## src/rtl/sreg_pkg.sv

```systemverilog
package sreg_pkg;

  localparam int GRP_SHIFT    = 11;
  localparam int SHADOW_BASE  = 1024;
  localparam int SHADOW_REGS  = 32;

  function automatic logic [31:0] sreg_addr(input int grp, input int num);
    return 32'((grp << GRP_SHIFT) + num);
  endfunction

  typedef struct packed {
    logic ver;
    logic evb;
    logic epc;
    logic eea;
    logic esr;
    logic mlo;
    logic mhi;
    logic pwr;
    logic imsk;
    logic ists;
  } sreg_sel_t;

endpackage

```

## src/rtl/sreg_decode.sv

```systemverilog
module sreg_decode
  import sreg_pkg::*;
#(
  parameter int ADDR_W      = 16,
  parameter int SHADOW_SETS = 2,
  localparam int SH_ENTRIES = SHADOW_SETS * SHADOW_REGS,
  localparam int SH_IDX_W   = (SH_ENTRIES > 1) ? $clog2(SH_ENTRIES) : 1
) (
  input  logic [ADDR_W-1:0]   addr,
  output sreg_sel_t           sel,
  output logic                sh_hit,
  output logic [SH_IDX_W-1:0] sh_idx,
  output logic                any_hit
);

  localparam logic [ADDR_W-1:0] SH_LO = ADDR_W'(SHADOW_BASE);
  localparam logic [ADDR_W-1:0] SH_HI = ADDR_W'(SHADOW_BASE + SH_ENTRIES);

  logic [ADDR_W-1:0] sh_off;

  always_comb begin
    sel      = '0;
    sel.ver  = (addr == ADDR_W'(sreg_addr(0, 0)));
    sel.evb  = (addr == ADDR_W'(sreg_addr(0, 11)));
    sel.epc  = (addr == ADDR_W'(sreg_addr(0, 32)));
    sel.eea  = (addr == ADDR_W'(sreg_addr(0, 48)));
    sel.esr  = (addr == ADDR_W'(sreg_addr(0, 64)));
    sel.mlo  = (addr == ADDR_W'(sreg_addr(5, 1)));
    sel.mhi  = (addr == ADDR_W'(sreg_addr(5, 2)));
    sel.pwr  = (addr == ADDR_W'(sreg_addr(8, 0)));
    sel.imsk = (addr == ADDR_W'(sreg_addr(9, 0)));
    sel.ists = (addr == ADDR_W'(sreg_addr(9, 2)));
  end

  always_comb begin
    sh_off  = addr - SH_LO;
    sh_hit  = (addr >= SH_LO) && (addr < SH_HI);
    sh_idx  = sh_off[SH_IDX_W-1:0];
    any_hit = (|sel) | sh_hit;
  end

  // at most one named register decodes any address
  always_comb begin
    sel_onehot_chk: assert ($onehot0(sel) && !((|sel) && sh_hit));
  end

endmodule

```

## src/rtl/sreg_word.sv

```systemverilog
module sreg_word #(
  parameter int          W     = 32,
  parameter logic [W-1:0] RESET = '0
) (
  input  logic         clk,
  input  logic         rst_n,
  input  logic         we,
  input  logic [W-1:0] d,
  output logic [W-1:0] q
);

  logic [W-1:0] q_nxt;

  always_comb begin
    q_nxt = q;
    if (we) q_nxt = d;
  end

  always_ff @(posedge clk or negedge rst_n) begin
    if (!rst_n) q <= RESET;
    else        q <= q_nxt;
  end

endmodule

```

## src/rtl/sreg_shadow.sv

```systemverilog
module sreg_shadow #(
  parameter int W       = 32,
  parameter int ENTRIES = 64,
  localparam int IDX_W  = (ENTRIES > 1) ? $clog2(ENTRIES) : 1
) (
  input  logic             clk,
  input  logic             rst_n,
  input  logic             we,
  input  logic [IDX_W-1:0] idx,
  input  logic [W-1:0]     wd,
  output logic [W-1:0]     rd
);

  logic [W-1:0] mem [ENTRIES];

  for (genvar i = 0; i < ENTRIES; i++) begin : g_ent
    logic hit_w;
    assign hit_w = we && (idx == IDX_W'(i));
    always_ff @(posedge clk or negedge rst_n) begin
      if (!rst_n)     mem[i] <= '0;
      else if (hit_w) mem[i] <= wd;
    end
  end

  always_comb begin
    rd = '0;
    if (int'(idx) < ENTRIES) rd = mem[idx];
  end


  shadow_wr_chk: assert property (@(posedge clk) disable iff (!rst_n)
    we |=> (mem[$past(idx)] == $past(wd)));

endmodule

```

## src/rtl/sreg_irq.sv

```systemverilog
module sreg_irq #(
  parameter int W = 32
) (
  input  logic         clk,
  input  logic         rst_n,
  input  logic         mask_we,
  input  logic         clr_we,
  input  logic [W-1:0] wd,
  input  logic [W-1:0] irq_in,
  output logic [W-1:0] mask_q,
  output logic [W-1:0] stat_q
);

  logic [W-1:0] mask_nxt;
  logic [W-1:0] stat_nxt;
  logic [W-1:0] clr_bits;

  always_comb begin
    mask_nxt = mask_q;
    if (mask_we) mask_nxt = wd;
    clr_bits = clr_we ? wd : '0;
    stat_nxt = (stat_q & ~clr_bits) | irq_in;
  end

  always_ff @(posedge clk or negedge rst_n) begin
    if (!rst_n) begin
      mask_q <= '0;
      stat_q <= '0;
    end else begin
      mask_q <= mask_nxt;
      stat_q <= stat_nxt;
    end
  end


  mask_wr_chk: assert property (@(posedge clk) disable iff (!rst_n)
    mask_we |=> (mask_q == $past(wd)));


  stat_clr_chk: assert property (@(posedge clk) disable iff (!rst_n)
    (clr_we && (irq_in == '0)) |=> ((stat_q & $past(wd)) == '0));


  stat_set_chk: assert property (@(posedge clk) disable iff (!rst_n)
    (|irq_in) |=> ((stat_q & $past(irq_in)) == $past(irq_in)));

endmodule

```

## src/rtl/sreg_hub.sv

```systemverilog
module sreg_hub
  import sreg_pkg::*;
#(
  parameter int          ADDR_W      = 16,
  parameter int          DATA_W      = 32,
  parameter int          SHADOW_SETS = 2,
  parameter logic [31:0] VER_RESET   = 32'h1200_0001,
  parameter logic [31:0] VER_MASK    = 32'hFF00_003F,
  parameter int          DOZE_BIT    = 4,
  parameter int          SLEEP_BIT   = 5
) (
  input  logic              clk,
  input  logic              rst_n,
  input  logic [ADDR_W-1:0] addr,
  input  logic [DATA_W-1:0] wdata,
  input  logic              wr_en,
  input  logic              rd_en,
  input  logic [DATA_W-1:0] dest_in,
  input  logic [DATA_W-1:0] irq_in,
  output logic [DATA_W-1:0] rdata,
  output logic              halt_req
);

  localparam int SH_ENTRIES = SHADOW_SETS * SHADOW_REGS;
  localparam int SH_IDX_W   = (SH_ENTRIES > 1) ? $clog2(SH_ENTRIES) : 1;

  // reset release synchronizer
  logic [1:0] rst_sync;
  logic       rst_core_n;

  always_ff @(posedge clk or negedge rst_n) begin
    if (!rst_n) rst_sync <= 2'b00;
    else        rst_sync <= {rst_sync[0], 1'b1};
  end
  assign rst_core_n = rst_sync[1];

  sreg_sel_t           sel;
  logic                sh_hit;
  logic [SH_IDX_W-1:0] sh_idx;
  logic                any_hit;

  sreg_decode #(.ADDR_W(ADDR_W), .SHADOW_SETS(SHADOW_SETS)) u_dec (
    .addr(addr), .sel(sel), .sh_hit(sh_hit), .sh_idx(sh_idx), .any_hit(any_hit)
  );

  logic [DATA_W-1:0] ver_q, evb_q, epc_q, eea_q, esr_q, mlo_q, mhi_q, pwr_q;
  logic [DATA_W-1:0] imsk_q, ists_q, sh_rd;

  sreg_word #(.W(DATA_W), .RESET(DATA_W'(VER_RESET))) u_ver (
    .clk(clk), .rst_n(rst_core_n), .we(wr_en & sel.ver), .d(wdata), .q(ver_q));
  sreg_word #(.W(DATA_W)) u_evb (
    .clk(clk), .rst_n(rst_core_n), .we(wr_en & sel.evb), .d(wdata), .q(evb_q));
  sreg_word #(.W(DATA_W)) u_epc (
    .clk(clk), .rst_n(rst_core_n), .we(wr_en & sel.epc), .d(wdata), .q(epc_q));
  sreg_word #(.W(DATA_W)) u_eea (
    .clk(clk), .rst_n(rst_core_n), .we(wr_en & sel.eea), .d(wdata), .q(eea_q));
  sreg_word #(.W(DATA_W)) u_esr (
    .clk(clk), .rst_n(rst_core_n), .we(wr_en & sel.esr), .d(wdata), .q(esr_q));
  sreg_word #(.W(DATA_W)) u_mlo (
    .clk(clk), .rst_n(rst_core_n), .we(wr_en & sel.mlo), .d(wdata), .q(mlo_q));
  sreg_word #(.W(DATA_W)) u_mhi (
    .clk(clk), .rst_n(rst_core_n), .we(wr_en & sel.mhi), .d(wdata), .q(mhi_q));
  sreg_word #(.W(DATA_W)) u_pwr (
    .clk(clk), .rst_n(rst_core_n), .we(wr_en & sel.pwr), .d(wdata), .q(pwr_q));

  sreg_irq #(.W(DATA_W)) u_irq (
    .clk(clk), .rst_n(rst_core_n),
    .mask_we(wr_en & sel.imsk), .clr_we(wr_en & sel.ists),
    .wd(wdata), .irq_in(irq_in), .mask_q(imsk_q), .stat_q(ists_q));

  sreg_shadow #(.W(DATA_W), .ENTRIES(SH_ENTRIES)) u_sh (
    .clk(clk), .rst_n(rst_core_n), .we(wr_en & sh_hit),
    .idx(sh_idx), .wd(wdata), .rd(sh_rd));

  // halt request
  logic halt_nxt;
  always_comb begin
    halt_nxt = wr_en && sel.pwr && (wdata[DOZE_BIT] || wdata[SLEEP_BIT]);
  end

  always_ff @(posedge clk or negedge rst_core_n) begin
    if (!rst_core_n) halt_req <= 1'b0;
    else             halt_req <= halt_nxt;
  end

  // read mux
  always_comb begin
    rdata = dest_in;
    if (rd_en) begin
      if (sel.ver)  rdata = ver_q & DATA_W'(VER_MASK);
      if (sel.evb)  rdata = evb_q;
      if (sel.epc)  rdata = epc_q;
      if (sel.eea)  rdata = eea_q;
      if (sel.esr)  rdata = esr_q;
      if (sel.mlo)  rdata = mlo_q;
      if (sel.mhi)  rdata = mhi_q;
      if (sel.pwr)  rdata = pwr_q;
      if (sel.imsk) rdata = imsk_q;
      if (sel.ists) rdata = ists_q;
      if (sh_hit)   rdata = sh_rd;
    end
  end


  miss_pass_chk: assert property (@(posedge clk) disable iff (!rst_core_n)
    (!rd_en || !any_hit) |-> (rdata == dest_in));


  mac_lo_iso_chk: assert property (@(posedge clk) disable iff (!rst_core_n)
    (wr_en && sel.mlo) |=> $stable(mhi_q));


  mac_hi_iso_chk: assert property (@(posedge clk) disable iff (!rst_core_n)
    (wr_en && sel.mhi) |=> $stable(mlo_q));


  halt_src_chk: assert property (@(posedge clk) disable iff (!rst_core_n)
    halt_req |-> $past(wr_en && sel.pwr));


  miss_wr_chk: assert property (@(posedge clk) disable iff (!rst_core_n)
    (wr_en && !any_hit) |=> ($stable(evb_q) && $stable(imsk_q) && $stable(pwr_q)));

endmodule

```

## config.mk

```make
export PLATFORM = sky130hd
export DESIGN_NAME = sreg_hub
export DESIGN_NICKNAME = d
export VERILOG_FILES = /design/src/rtl/sreg_pkg.sv /design/src/rtl/sreg_decode.sv /design/src/rtl/sreg_word.sv /design/src/rtl/sreg_shadow.sv /design/src/rtl/sreg_irq.sv /design/src/rtl/sreg_hub.sv
export SDC_FILE = /design/constraint.sdc
export NUM_CORES = 2
export LEC_CHECK = 0
export CAP_MARGIN = 20
export CORE_MARGIN = 2
export CORE_UTILIZATION = 55
export DETAILED_ROUTE_END_ITERATION = 8
export PLACE_DENSITY = 0.83
export SLEW_MARGIN = 40
export SYNTH_ARGS = -nofsm -noshare
export SYNTH_HDL_FRONTEND = slang
export SYNTH_SLANG_ARGS = --single-unit
```

## constraint.sdc

```tcl
create_clock -name clk -period 75.9 [get_ports clk]
set_input_delay 11.385 -clock clk [delete_from_list [all_inputs] [get_ports clk]]
set_output_delay 11.385 -clock clk [all_outputs]
set_load 0.02 [all_outputs]
```

==> metrics.cfg <==
[clock_tree]
clk_latency_ns=0.87
cts_buffers=221
cts.hold.buffers_added=0
clkSinkCount=2353
h-tree-depth=4
postCtsSetupRepairBufs=0
root_buffer=clkbuf_16
clk_pin_slew_ns=0.06
cts_tree=done
cts_resized=0
clockBufferDepth=3

[sta]
rsz0062_at_grt=no
drv_slew=0
slew_headroom_pct=33.9
setup_tns_ns=0
period_needed_ns=28.38
hold_violations=0
setup_viol=0
fin_worst_skew_ns=0.0336
tightest_slew_ns=0.992
fin_crit_sh_pct=37.4
fmax_mhz=35.2

[synth]
synth_edf_count=0
synth-seq-cells=2353
yosysTopAreaCellShare_pct=54.8
ys.flop_type=dfrtp_1
syn_area_per_cell_um2=15.4
syn_inst=6943
netlist.top_cell.by_area=dfrtp_1
synth_area_mm2=0.107
yosysSeqAreaShare_pct=54.9
synth_cell_type_count=65
synth.most_common_cell=dfrtp_1
synth_commonest_cells=dfrtp_1, mux2_2, mux4_2, clkbuf_1, buf_4
yosys-top-cells-area=dfrtp_1, mux2_2, mux4_2
yosys_warnings=0
synth_nets=7059
synth-async-reset-ratio_pct=100

[grt]
grt_pass1_wl_mm=456
grtUsageTotal_pct=31.1
grt-ovfl-total=0
grt_max_degree=116
grt_pass1_vias=68658
antenna_found_initial=21

[floorplanning]
core_area_mm2=0.194
fp.dieW_um=446
pin_count=149
die_h_um=446
placementRows=162
start_util_pct=55.2
dieArea_mm2=0.199

[setup_path]
endpoint_kind=output port
r2r_cells=6
cp_max_fo=115
r2r-start=rst_sync[1]
crit_path_start=addr[1]
critPathArrivalTime_ns=17.00
start_kind=input port
worstPathRequired_ns=64.51
crit_type=input port to output port

[place]
dp_hpwl_mm=177
port_buffers=148
numPlacedInstances=9116
gp_congestion=0.943
dpl-instance-area_mm2=0.111

[hold_path]
hp-class=register to asynchronous set/reset pin

[pwr]
power.density_mw_per_mm2=21.2
power.total_w=0.00252
vdd_drop_max_mv=0.0269
power_leakage_nw=57.4

[final_layout]
layout-drive-gt1-share_pct=49.6
area_delta_synth_final_pct=10.6
nets=6930
stdcell_area_mm2=0.119
fin_cells=9548

[drt]
drc=0
viasPerCell=6.84
dr.pass1.iters=8
ant_nets=0
wl_met3_mm=32.4
vias=65319
met1_length_mm=116
top_layer_used=met5
drtIter0Drc=7567
avgRoutedWirePerCell_um=32.2
wl_mm=307
dr_wl_met2_mm=141

[outcome]
status=complete, no violations

[job]
drv_cap=0

==> critical path, cell delays in order <==
cell	delay (ns)
buf_8	0.40
buf_12	0.52
buf_12	0.62
and4b_1	0.52
and4_1	0.76
buf_4	0.48
mux2i_1	0.16
a211oi_1	0.23
o21ai_0	0.15
a31oi_1	0.61
clkdlybuf4s50_1	0.75
==> flip-flops by register name, summed over array words and instances (netlist names), 14 cells and up <==
| name | flops |
|---|---|
| u_evb.q | 32 |
| u_irq.stat_q | 32 |
| u_eea.q | 32 |
| u_irq.mask_q | 32 |
| u_epc.q | 32 |
| u_mlo.q | 32 |
| u_esr.q | 32 |
| u_ver.q | 14 |
| u_mhi.q | 32 |
| u_sh.mem | 2048 |
| u_pwr.q | 32 |
==> area by class of cell <==
| type | count | area (µm²) |
|---|---|---|
| Antenna cell | 10 | 25.0 |
| Inverter | 4 | 22.5 |
| Clock inverter | 70 | 861 |
| Tap cell | 2542 | 3180 |
| Clock buffer | 335 | 6610 |
| Multi-Input combinational cell | 3869 | 45500 |
| Fill cell | 13464 | 75700 |
| Timing Repair Buffer | 365 | 3530 |
| Sequential cell | 2353 | 58900 |
==> power breakdown <==
group,internal [W],switching (W)
Combinational,0.0000303,0.0000872
Clock,0.000653,0.000491
Sequential,0.00125,0.000000602
Total,0.00194,0.000579
==> cell families after synthesis <==
group                  count (synthesis)  synth area share (%)
buffers and inverters                721                  3.11
muxes                               2971                  36.8
DFF                                 2353                  54.9
other                                  1               0.00350
and+or+nand+nor                      403                  1.88
AOI/OAI and AO/OA                    494                  3.28
==> placed cells by master, fill, tap and decap left out, types with 16 or more instances in the layout <==
master and count:
a221oi_1 60, nor2_4 43, a22oi_1 66, a21oi_1 46, buf_12 20, dfrtp_1 2349, mux2_1 126, mux2i_1 91
clkbuf_1 55, nand2_1 90, o22ai_1 70, o21ai_0 61, mux4_2 548, mux2_2 2206, clkinv_2 41, a211oi_1 49
clkbuf_8 57, buf_4 152, a21o_1 32, clkbuf_16 226, nor4_1 19, buf_6 30, buf_2 35, a22o_1 44
nand2_2 23, nor2_1 106, bufinv_16 16, clkdlybuf4s50_1 111, nand3_1 26
==> routing by layer <==
layer	global-route usage (%)	vias to the layer above
met2	47.3	3504
met1	40.8	35262
li1	-	25659
met3	8.68	886
met5	0.122	-
met4	16.6	8
==> worst paths after layout <==
check	end	slack, ns
min reg2reg	u_sh.mem[1859]	0.29
min	u_sh.mem[1859]	0.29
min in group clk	rst_sync[1]	0.35
max	rdata[2]	47.52
max reg2reg	u_sh.mem[1623]	71.85
max in group asynchronous	rst_sync[1]	64.97
==> per-stage QoR <==
stage	hold WS, ns	setup WS, ns	utilization, %
2_1_floorplan	0.331	5.46	-
3_3_place_gp	0.339	47.76	56.8
3_5_place_dp	0.307	47.80	57.0
4_1_cts	0.297	47.77	60.8
5_1_grt	0.338	47.42	61.0
6_report	0.290	47.52	61.0
Power figures use the tool's default switching activity.
